## config.mk

```make
export PLATFORM = sky130hd
export DESIGN_NAME = simd_cat
export DESIGN_NICKNAME = d
export VERILOG_FILES = /design/src/rtl/simd_cat_pkg.sv /design/src/rtl/simd_cat_lanes.sv /design/src/rtl/simd_cat_sel.sv /design/src/rtl/simd_cat.sv
export SDC_FILE = /design/constraint.sdc
export NUM_CORES = 1
export LEC_CHECK = 0
export ABC_AREA = 1
export CORE_MARGIN = 4
export CORE_UTILIZATION = 38
export CTS_CLUSTER_DIAMETER = 60
export DETAILED_ROUTE_END_ITERATION = 16
export PLACE_DENSITY = 0.79
export SLEW_MARGIN = 20
export SYNTH_ARGS = -nofsm -noshare
export SYNTH_HDL_FRONTEND = slang
export SYNTH_SLANG_ARGS = --single-unit
```

## constraint.sdc

```tcl
create_clock -name clk_i -period 1 [get_ports clk_i]
set_input_delay 0.2 -clock clk_i [delete_from_list [all_inputs] [get_ports clk_i]]
set_output_delay 0.2 -clock clk_i [all_outputs]
set_load 0.02 [all_outputs]
```

## src/rtl/simd_cat_pkg.sv

```systemverilog
`timescale 1ns/1ps
package simd_cat_pkg;

    typedef enum logic [1:0] {
        EW_ONE  = 2'd0,
        EW_TWO  = 2'd1,
        EW_FOUR = 2'd2,
        EW_RSVD = 2'd3
    } ew_e;

    // lanes produced by selector code m
    function automatic int lane_count(input int m);
        return 1 << m;
    endfunction

endpackage

```

## src/rtl/simd_cat_lanes.sv

```systemverilog
`timescale 1ns/1ps
// Builds the result word for one fixed lane count.
module simd_cat_lanes #(
    parameter int OUT_W  = 20,
    parameter int A_W    = 16,
    parameter int A_SLOT = 4,
    parameter int A_EW   = 3,
    parameter int B_W    = 8,
    parameter int LANES  = 1
) (
    input  logic [A_W-1:0]   a_i,
    input  logic [B_W-1:0]   b_i,
    output logic [OUT_W-1:0] word_o
);
    localparam int LW  = OUT_W / LANES;
    localparam int BEW = B_W / LANES;
    localparam int PAD = LW - A_EW - BEW;

    // slot top bits and slots above LANES are dropped on purpose
    logic unused_a;
    assign unused_a = ^a_i;

    for (genvar k = 0; k < LANES; k++) begin : g_lane
        assign word_o[k*LW +: A_EW]        = a_i[k*A_SLOT +: A_EW];
        assign word_o[k*LW + A_EW +: BEW]  = b_i[k*BEW +: BEW];
        if (PAD > 0) begin : g_pad
            assign word_o[k*LW + A_EW + BEW +: PAD] = '0;
        end
    end
endmodule

```

## src/rtl/simd_cat_sel.sv

```systemverilog
`timescale 1ns/1ps
// Picks the word for the selected layout; reserved codes give zero + error.
module simd_cat_sel #(
    parameter int OUT_W     = 20,
    parameter int EW_W      = 2,
    parameter int NUM_MODES = 3
) (
    input  logic [EW_W-1:0]                  elwid_i,
    input  logic [NUM_MODES-1:0][OUT_W-1:0]  words_i,
    output logic [OUT_W-1:0]                 res_o,
    output logic                             err_o
);
    always_comb begin
        res_o = '0;
        err_o = 1'b1;
        for (int m = 0; m < NUM_MODES; m++) begin
            if (int'(elwid_i) == m) begin
                res_o = words_i[m];
                err_o = 1'b0;
            end
        end
    end
endmodule

```

## src/rtl/simd_cat.sv

```systemverilog
`timescale 1ns/1ps
module simd_cat #(
    parameter int OUT_W     = 20,
    parameter int EW_W      = 2,
    parameter int A_W       = 16,
    parameter int A_SLOT    = 4,
    parameter int A_EW      = 3,
    parameter int B_W       = 8,
    parameter int NUM_MODES = 3,
    parameter bit REG_OUT   = 1'b1
) (
    input  logic             clk_i,
    input  logic             rst_ni,
    input  logic             vld_i,
    input  logic [EW_W-1:0]  elwid_i,
    input  logic [A_W-1:0]   a_i,
    input  logic [B_W-1:0]   b_i,
    output logic [OUT_W-1:0] res_o,
    output logic [EW_W-1:0]  mode_o,
    output logic             err_o,
    output logic             vld_o
);
    typedef struct packed {
        logic             vld;
        logic             err;
        logic [EW_W-1:0]  mode;
        logic [OUT_W-1:0] res;
    } out_t;

    logic [NUM_MODES-1:0][OUT_W-1:0] words;
    logic [OUT_W-1:0]                sel_res;
    logic                            sel_err;

    for (genvar m = 0; m < NUM_MODES; m++) begin : g_mode
        simd_cat_lanes #(
            .OUT_W (OUT_W),
            .A_W   (A_W),
            .A_SLOT(A_SLOT),
            .A_EW  (A_EW),
            .B_W   (B_W),
            .LANES (simd_cat_pkg::lane_count(m))
        ) u_lanes (
            .a_i   (a_i),
            .b_i   (b_i),
            .word_o(words[m])
        );
    end

    simd_cat_sel #(
        .OUT_W    (OUT_W),
        .EW_W     (EW_W),
        .NUM_MODES(NUM_MODES)
    ) u_sel (
        .elwid_i(elwid_i),
        .words_i(words),
        .res_o  (sel_res),
        .err_o  (sel_err)
    );

    if (REG_OUT) begin : g_reg
        out_t st_d, st_q;

        always_comb begin
            st_d     = st_q;
            st_d.vld = vld_i;
            if (vld_i) begin
                st_d.res  = sel_res;
                st_d.err  = sel_err;
                st_d.mode = elwid_i;
            end
        end

        always_ff @(posedge clk_i) begin
            if (!rst_ni) st_q <= '0;
            else         st_q <= st_d;
        end

        assign res_o  = st_q.res;
        assign mode_o = st_q.mode;
        assign err_o  = st_q.err;
        assign vld_o  = st_q.vld;
    end else begin : g_comb
        logic unused_clk;
        assign unused_clk = clk_i ^ rst_ni;
        assign res_o  = sel_res;
        assign mode_o = elwid_i;
        assign err_o  = sel_err;
        assign vld_o  = vld_i;
    end
endmodule

```

==> results of run 1 <==
==> per-layer routing <==
layer / wire, um / global-route usage (%) / share of wire (%) / vias up
met5: 0 / 0 / 0 / -
met4: 0 / 6.15 / 0 / 0
met3: 218 / 3.07 / 8.2 / 0
met2: 1290 / 27.8 / 49 / 47
met1: 1140 / 18.5 / 43 / 488
li1: - / - / - / 534
==> layout make-up <==
class | instances | area [um^2]
Sequential cell | 24 | 510
Multi-Input combinational cell | 92 | 428
Timing Repair Buffer | 60 | 608
Clock buffer | 3 | 22.5
Tap cell | 30 | 37.5
Fill cell | 215 | 812
Inverter | 9 | 36.3
==> through the flow <==
step,setup WS (ns),hold slack [ns],instances,utilization (%)
2_1_floorplan,0.191,0.303,129,-
3_3_place_gp,-0.327,0.437,212,62.7
3_5_place_dp,-0.371,0.440,212,62.7
4_1_cts,0.000278,0.420,217,62.4
5_1_grt,-0.0273,0.418,218,66.9
6_report,0.0201,0.414,218,66.9
==> power groups by stage <==
| stage | Sequential, mW | Combinational, mW | Clock, mW |
|---|---|---|---|
| 2_1_floorplan | 1.11 | 0.120 | 0 |
| 3_3_place_gp | 1.05 | 0.427 | 0 |
| 3_5_place_dp | 1.05 | 0.436 | 0 |
| 4_1_cts | 1.04 | 0.419 | 0.407 |
| 5_1_grt | 1.06 | 0.482 | 0.461 |
| 6_report | 1.05 | 0.450 | 0.402 |
==> cell families (layout without fill, tap and decap cells) <==
logic type | after synthesis | after routing | share of synthesized area [%]
simple gates | 80 | 80 | 37.7
flops | 24 | 24 | 49.3
compound gates | 12 | 12 | 6.16
buf+inv | 13 | 72 | 6.80
==> layout by cell type, fill, tap and decap left out <==
cell,synthesis,routed
buf_12,0,1
nand2_2,4,4
a21oi_1,4,4
buf_4,0,11
nand3_2,2,2
nor2_2,1,1
o21ai_0,6,6
nand3_1,20,20
inv_1,6,6
buf_6,2,24
clkdlybuf4s50_1,0,20
dlygate4sd2_1,0,4
inv_4,0,1
clkbuf_4,0,3
o21ai_1,2,2
nor2_4,2,2
nand4_1,1,1
nand2_1,43,43
inv_2,3,2
dfxtp_2,0,24
nor2_1,7,7
==> worst max-delay path by stage <==
| stage | to | slack [ns] | cells past startpoint |
|---|---|---|---|
| after floorplan | res_o[9]$_SDFFE_PN0P_ | 0.19 | 5 |
| after global placement | res_o[9]$_SDFFE_PN0P_ | -0.33 | 6 |
| after detailed placement | res_o[8]$_SDFFE_PN0P_ | -0.37 | 5 |
| after CTS | res_o[9] | 0.0003 | 1 |
| after global routing | res_o[15] | -0.03 | 1 |
| final | res_o[6] | 0.02 | 1 |
==> flip-flops by register name, indices dropped and copies added, names as in the netlist <==
register  cells
mode_o        2
vld_o         1
err_o         1
res_o        20
==> what timing repair did <==
item,4_1_cts,5_1_grt
resized for setup,139,34
pin swaps,1,0
setup endpoints to repair,37,24
setup buffers,2,1
==> key figures, run 1 <==
Clocking
  – TritonCTS Buffers: 3
  – Root buffer cell: clkbuf_4
  – Clock transition at the registers of the reported paths: around 0.12 ns
  – CTS Sinks: 24
  – Clock Path Buffers: 2
  – Worst skew pair latency: 0.30 ns
  – CTS Hold Bufs: 0
  – H-tree levels: 1
  – TritonCTS clock tree: built

Timing
  – Final setup violation count: 0
  – Maximum clock rate: 1020 MHz
  – Final period util: 98.0%
  – Final Max Tran Viols: 0
  – Total Neg Setup Slack: 0 ns
  – Worst slew margin: a little over four fifths
  – Slew @ Worst Pin: 0.228 ns
  – Clock period minus worst slack: 0.980 ns
  – RSZ-0062 raised after global routing: yes
  – Clock Skews: 0 ns
  – Final hold vios: 0

Die
  – Die area: approximately 0.0034 mm^2
  – DIE WIDTH: just under 60 um
  – Vert. Die Dim: slightly below 60 um
  – Area of the core: 0.00245 mm^2
  – Top-Level Pins: 53
  – Initial Util: 39.7%
  – Site Rows: 18

Synthesis
  – Synth unique cells: 16
  – Number of enable flip-flop cells after synthesis: 0
  – Cell count after synthesis: between 100 and 150
  – Mapped Area: roughly 970 um^2
  – Top cells by area, synth: dfxtp_1 49%, nand2_1 17%, nand3_1 10%
  – Most frequent cells after synthesis: 43 x nand2_1, 24 x dfxtp_1, 20 x nand3_1, 7 x nor2_1
  – Top-area cell type share of the netlist area: 49.3%
  – Synth area leader: dfxtp_1
  – Register area share after synthesis: 49.3%
  – Yosys warns: 0
  – FFs w/ async S/R, synth: 0%
  – Synth Flop Type: dfxtp_1
  – Mapped Nets: ~160
  – Yosys reg bits: 24
  – Synth Area per Inst: approximately 7.6 um^2
  – Most common cell in the netlist: nand2_1

Power and ir drop
  – Sequential share of power: 55.2%
  – P_int: ~1.4 mW
  – Sw Ratio: 26.6%
  – VDD IR-drop max: around 1 mV
  – Tot Pwr: 1.90 mW
  – Pwr per Cell Area: 1160 mW/mm^2
  – Comb power frac: 23.7%
  – LEAKAGE: 0.784 nW
  – Clock share of power: 21.1%
  – Switch Pwr: approximately 500 uW

Final layout
  – Area Overhead vs Synth: 68.5%
  – Final Instance Area: 0.00164 mm^2
  – Share of layout cells above drive strength 1: 39.9%
  – Nets: 219
  – # diodes: 0

Worst setup path
  – Reg-to-reg endpoint: res_o[9]$_SDFFE_PN0P_
  – Bufs and invs on worst path: 1
  – Critical Path Start Type: flop
  – WS Path Type: reg -> out
  – Crit-path cells: buf_6
  – Slowest stage cell, crit path: dfxtp_2
  – CP Capture Type: output port
  – Required @ worst endpoint: ~0.80 ns
  – Critical path launch point: res_o[6]$_SDFFE_PN0P_
  – Worst reg2reg startpoint: res_o[9]$_SDFFE_PN0P_
  – CP delay by family, top: flip-flops
  – R2R Setup Slk: 0.31 ns
  – CP Max Fanout: 2
  – Reg2reg path depth: 3
  – Max incr delay on CP: about 0.36 ns
  – WP data arrival: slightly below 0.8 ns

Placement
  – Placed cell area: 0.00154 mm^2
  – DP HPWL: 2040 um
  – Port bufs: 48
  – Placer Congestion: 0.871

Route
  – Routed vias: 1,069
  – Initial DRC count: 35
  – Final WL: 2650 um
  – 1st-pass router iterations: 4
  – Post-route DRC: 0
  – DRT antenna net count: 0
  – Routed wire per std cell: 12.2 um
  – Vias per cell: 4.90

Worst hold path
  – Worst min path class: in -> reg
  – Hold path startpoint: a_i[14]
  – End of the worst hold path: res_o[17]$_SDFFE_PN0P_
  – Hold path depth: 3

GRT
  – Grt total ovfl: 0
  – Total Routing Usage GR: 15.7%
  – Vias in the first global route: 992
  – Initial antenna violation count: 0
  – Largest net degree at the start of global routing: 19
  – First-pass GRT wire length: 4220 um

Run
  – Total of max-cap violations: 0

Run status
  – Result of the run: completed
No activity file was read; power rests on OpenSTA's default activity.
==> inputs of run 2 (changes only) <==
Settings changed: CTS_CLUSTER_SIZE from default to 10, SETUP_SLACK_MARGIN from default to 0.15.
==> key figures, run 2 (synthesis results as in run 1) <==
Worst setup path
  – Slowest stage cell, crit path: dfxtp_2
  – CP delay by family, top: flip-flops
  – CP Max Fanout: 2 (unchanged)
  – WP data arrival: 0.78 ns (about the same)
  – Reg-to-reg endpoint: res_o[8]$_SDFFE_PN0P_
  – Max incr delay on CP: 0.37 ns (about the same)
  – WS Path Type: reg -> out
  – CP Capture Type: output port
  – Stages on worst setup path: 1 (unchanged)
  – Crit-path cells: buf_6
  – Critical path endpoint: res_o[5]
  – Critical Path Start Type: flop
  – R2R Setup Slk: 0.31 ns (about the same)
  – Reg2reg path depth: 3 (unchanged)
  – Required @ worst endpoint: 0.80 ns (about the same)
  – Worst reg2reg startpoint: res_o[8]$_SDFFE_PN0P_
  – Bufs and invs on worst path: 1 (unchanged)
  – Critical path launch point: res_o[5]$_SDFFE_PN0P_

Route
  – Post-route DRC: 0 (unchanged)
  – Routed wire per std cell: 12.5 um (+3.1%)
  – Final WL: 2740 um (+3.1%)
  – Vias per cell: 4.85 (-1.0%)
  – Initial DRC count: 37 (+5.7%)
  – 1st-pass router iterations: 4 (unchanged)
  – DRT antenna net count: 0 (unchanged)
  – Routed vias: 1,058 (-1.0%)

Final layout
  – Nets: 219 (unchanged)
  – Post-Route Utilization: 67.2% (+0.25 points)
  – Area Overhead vs Synth: 69.2%
  – Most frequent cells in the layout: 43 x nand2_1, 24 x dfxtp_2, 24 x buf_6
  – Max reg flops: 20 (unchanged)
  – Share of layout cells above drive strength 1: 39.9% (unchanged)
  – Most common cell after layout, fill and taps aside: nand2_1
  – Fillcell total: 216 (+0.47%)
  – Final Instance Area: 0.00165 mm^2 (+0.38%)
  – # diodes: 0 (unchanged)

GRT
  – M3 GR Usage: 3.73% (+0.66 points)
  – First-pass GRT wire length: 4310 um (+2.1%)
  – Initial antenna violation count: 0 (unchanged)
  – Met2 Track Usage GR: 27.9% (+0.16 points)
  – GR Layer Usage met1: 18.7% (+0.27 points)
  – Total Routing Usage GR: 16.1% (+0.41 points)
  – Most Crowded Layer GR: met2
  – Grt total ovfl: 0 (unchanged)
  – Largest net degree at the start of global routing: 19 (unchanged)
  – Vias in the first global route: 1,020 (+2.8%)

Timing
  – Clock Skews: 0 ns (unchanged)
  – Maximum clock rate: 1020 MHz (-0.33%)
  – Final Max Tran Viols: 0 (unchanged)
  – Total Neg Setup Slack: 0 ns (unchanged)
  – Final setup violation count: 0 (unchanged)
  – Slew @ Worst Pin: 0.231 ns (+0.00352 ns)
  – Worst slew margin: 84.6% (-0.24 points)
  – Final hold vios: 0 (unchanged)
  – PnR worst setup slack: 0.0169 ns (-0.00321 ns)
  – Clock period minus worst slack: 0.983 ns (+0.00321 ns)
  – RSZ-0062 raised after global routing: yes
  – Final period util: 98.3% (+0.32 points)

Power and ir drop
  – VDD IR-drop max: 1.01 mV (+0.11%)
  – Pwr per Cell Area: 1160 mW/mm^2 (-0.12%)
  – LEAKAGE: 0.787 nW (+0.51%)

Run status
  – Result of the run: completed

Clocking
  – Root buffer cell: clkbuf_4
  – TritonCTS clock tree: built
  – Clock Path Buffers: 2 (unchanged)
  – Worst skew pair latency: 0.30 ns (about the same)
  – H-tree levels: 1 (unchanged)
  – Clock transition at the registers of the reported paths: 0.12 ns (about the same)
  – TritonCTS Buffers: 3 (unchanged)
  – CTS Sinks: 24 (unchanged)

Die
  – Die area: 0.00344 mm^2 (unchanged)
  – Initial Util: 39.7% (unchanged)
  – Site Rows: 18 (unchanged)
  – Vert. Die Dim: 58.6 um (unchanged)
  – Top-Level Pins: 53 (unchanged)
  – Area of the core: 0.00245 mm^2 (unchanged)
  – DIE WIDTH: 58.6 um (unchanged)

Run
  – Total of max-cap violations: 0 (unchanged)

Placement
  – DP HPWL: 2040 um (unchanged)
  – Placer Congestion: 0.871 (unchanged)
  – Port bufs: 48 (unchanged)
  – Placed cell area: 0.00154 mm^2 (unchanged)
  – DP Worst Slack: -0.371 ns (unchanged)

Worst hold path
  – Worst min path class: in -> reg
-- run 2: report_power, final --
part | switching, mW | internal [mW]
clock network | 0.262 | 0.140
registers | 0.0342 | 1.01
logic | 0.213 | 0.241
-- run 2: stage by stage --
stage	hold WS [ns]	cells	total power [mW]
detailed placement	0.440	212	1.49
finish	0.413	218	1.91
floorplan	0.303	129	1.23
global placement	0.437	212	1.48
CTS	0.413	217	1.90
global route	0.416	218	2.00
-- run 2: cell type report --
class,instances,area [um^2],area share [%]
multi-input cells,92,433,26.3
flip-flops and latches,24,510,31.0
inverters,9,36.3,2.20
well taps,30,37.5,2.28
repair buffers,60,609,36.9
clock buffers,3,22.5,1.37
-- run 2: what timing repair did --
item                       in CTS  in global routing
gates resized for setup       172                  3
pin swaps                       1                  1
hold buffers                    0                  0
buffers inserted                2                  1
setup endpoints to repair      48                 25
-- run 2: metal layers --
| layer | part of all wire (%) | vias to the layer above |
|---|---|---|
| met2 | 50 | 45 |
| li1 | - | 535 |
| met1 | 42 | 478 |
| met3 | 7.7 | 0 |
| met4 | 0 | 0 |
| met5 | 0 | - |
-- run 2: worst min-delay path by stage --
stage                                       from  cells past startpoint                endpoint  slack, ns
after floorplan                          a_i[14]                      2  res_o[17]$_SDFFE_PN0P_       0.30
after global placement     res_o[2]$_SDFFE_PN0P_                      2   res_o[2]$_SDFFE_PN0P_       0.44
after detailed placement  res_o[18]$_SDFFE_PN0P_                      2  res_o[18]$_SDFFE_PN0P_       0.44
after CTS                                a_i[14]                      3  res_o[17]$_SDFFE_PN0P_       0.41
after global routing                     a_i[14]                      3  res_o[17]$_SDFFE_PN0P_       0.42
final                                    a_i[14]                      3  res_o[17]$_SDFFE_PN0P_       0.41
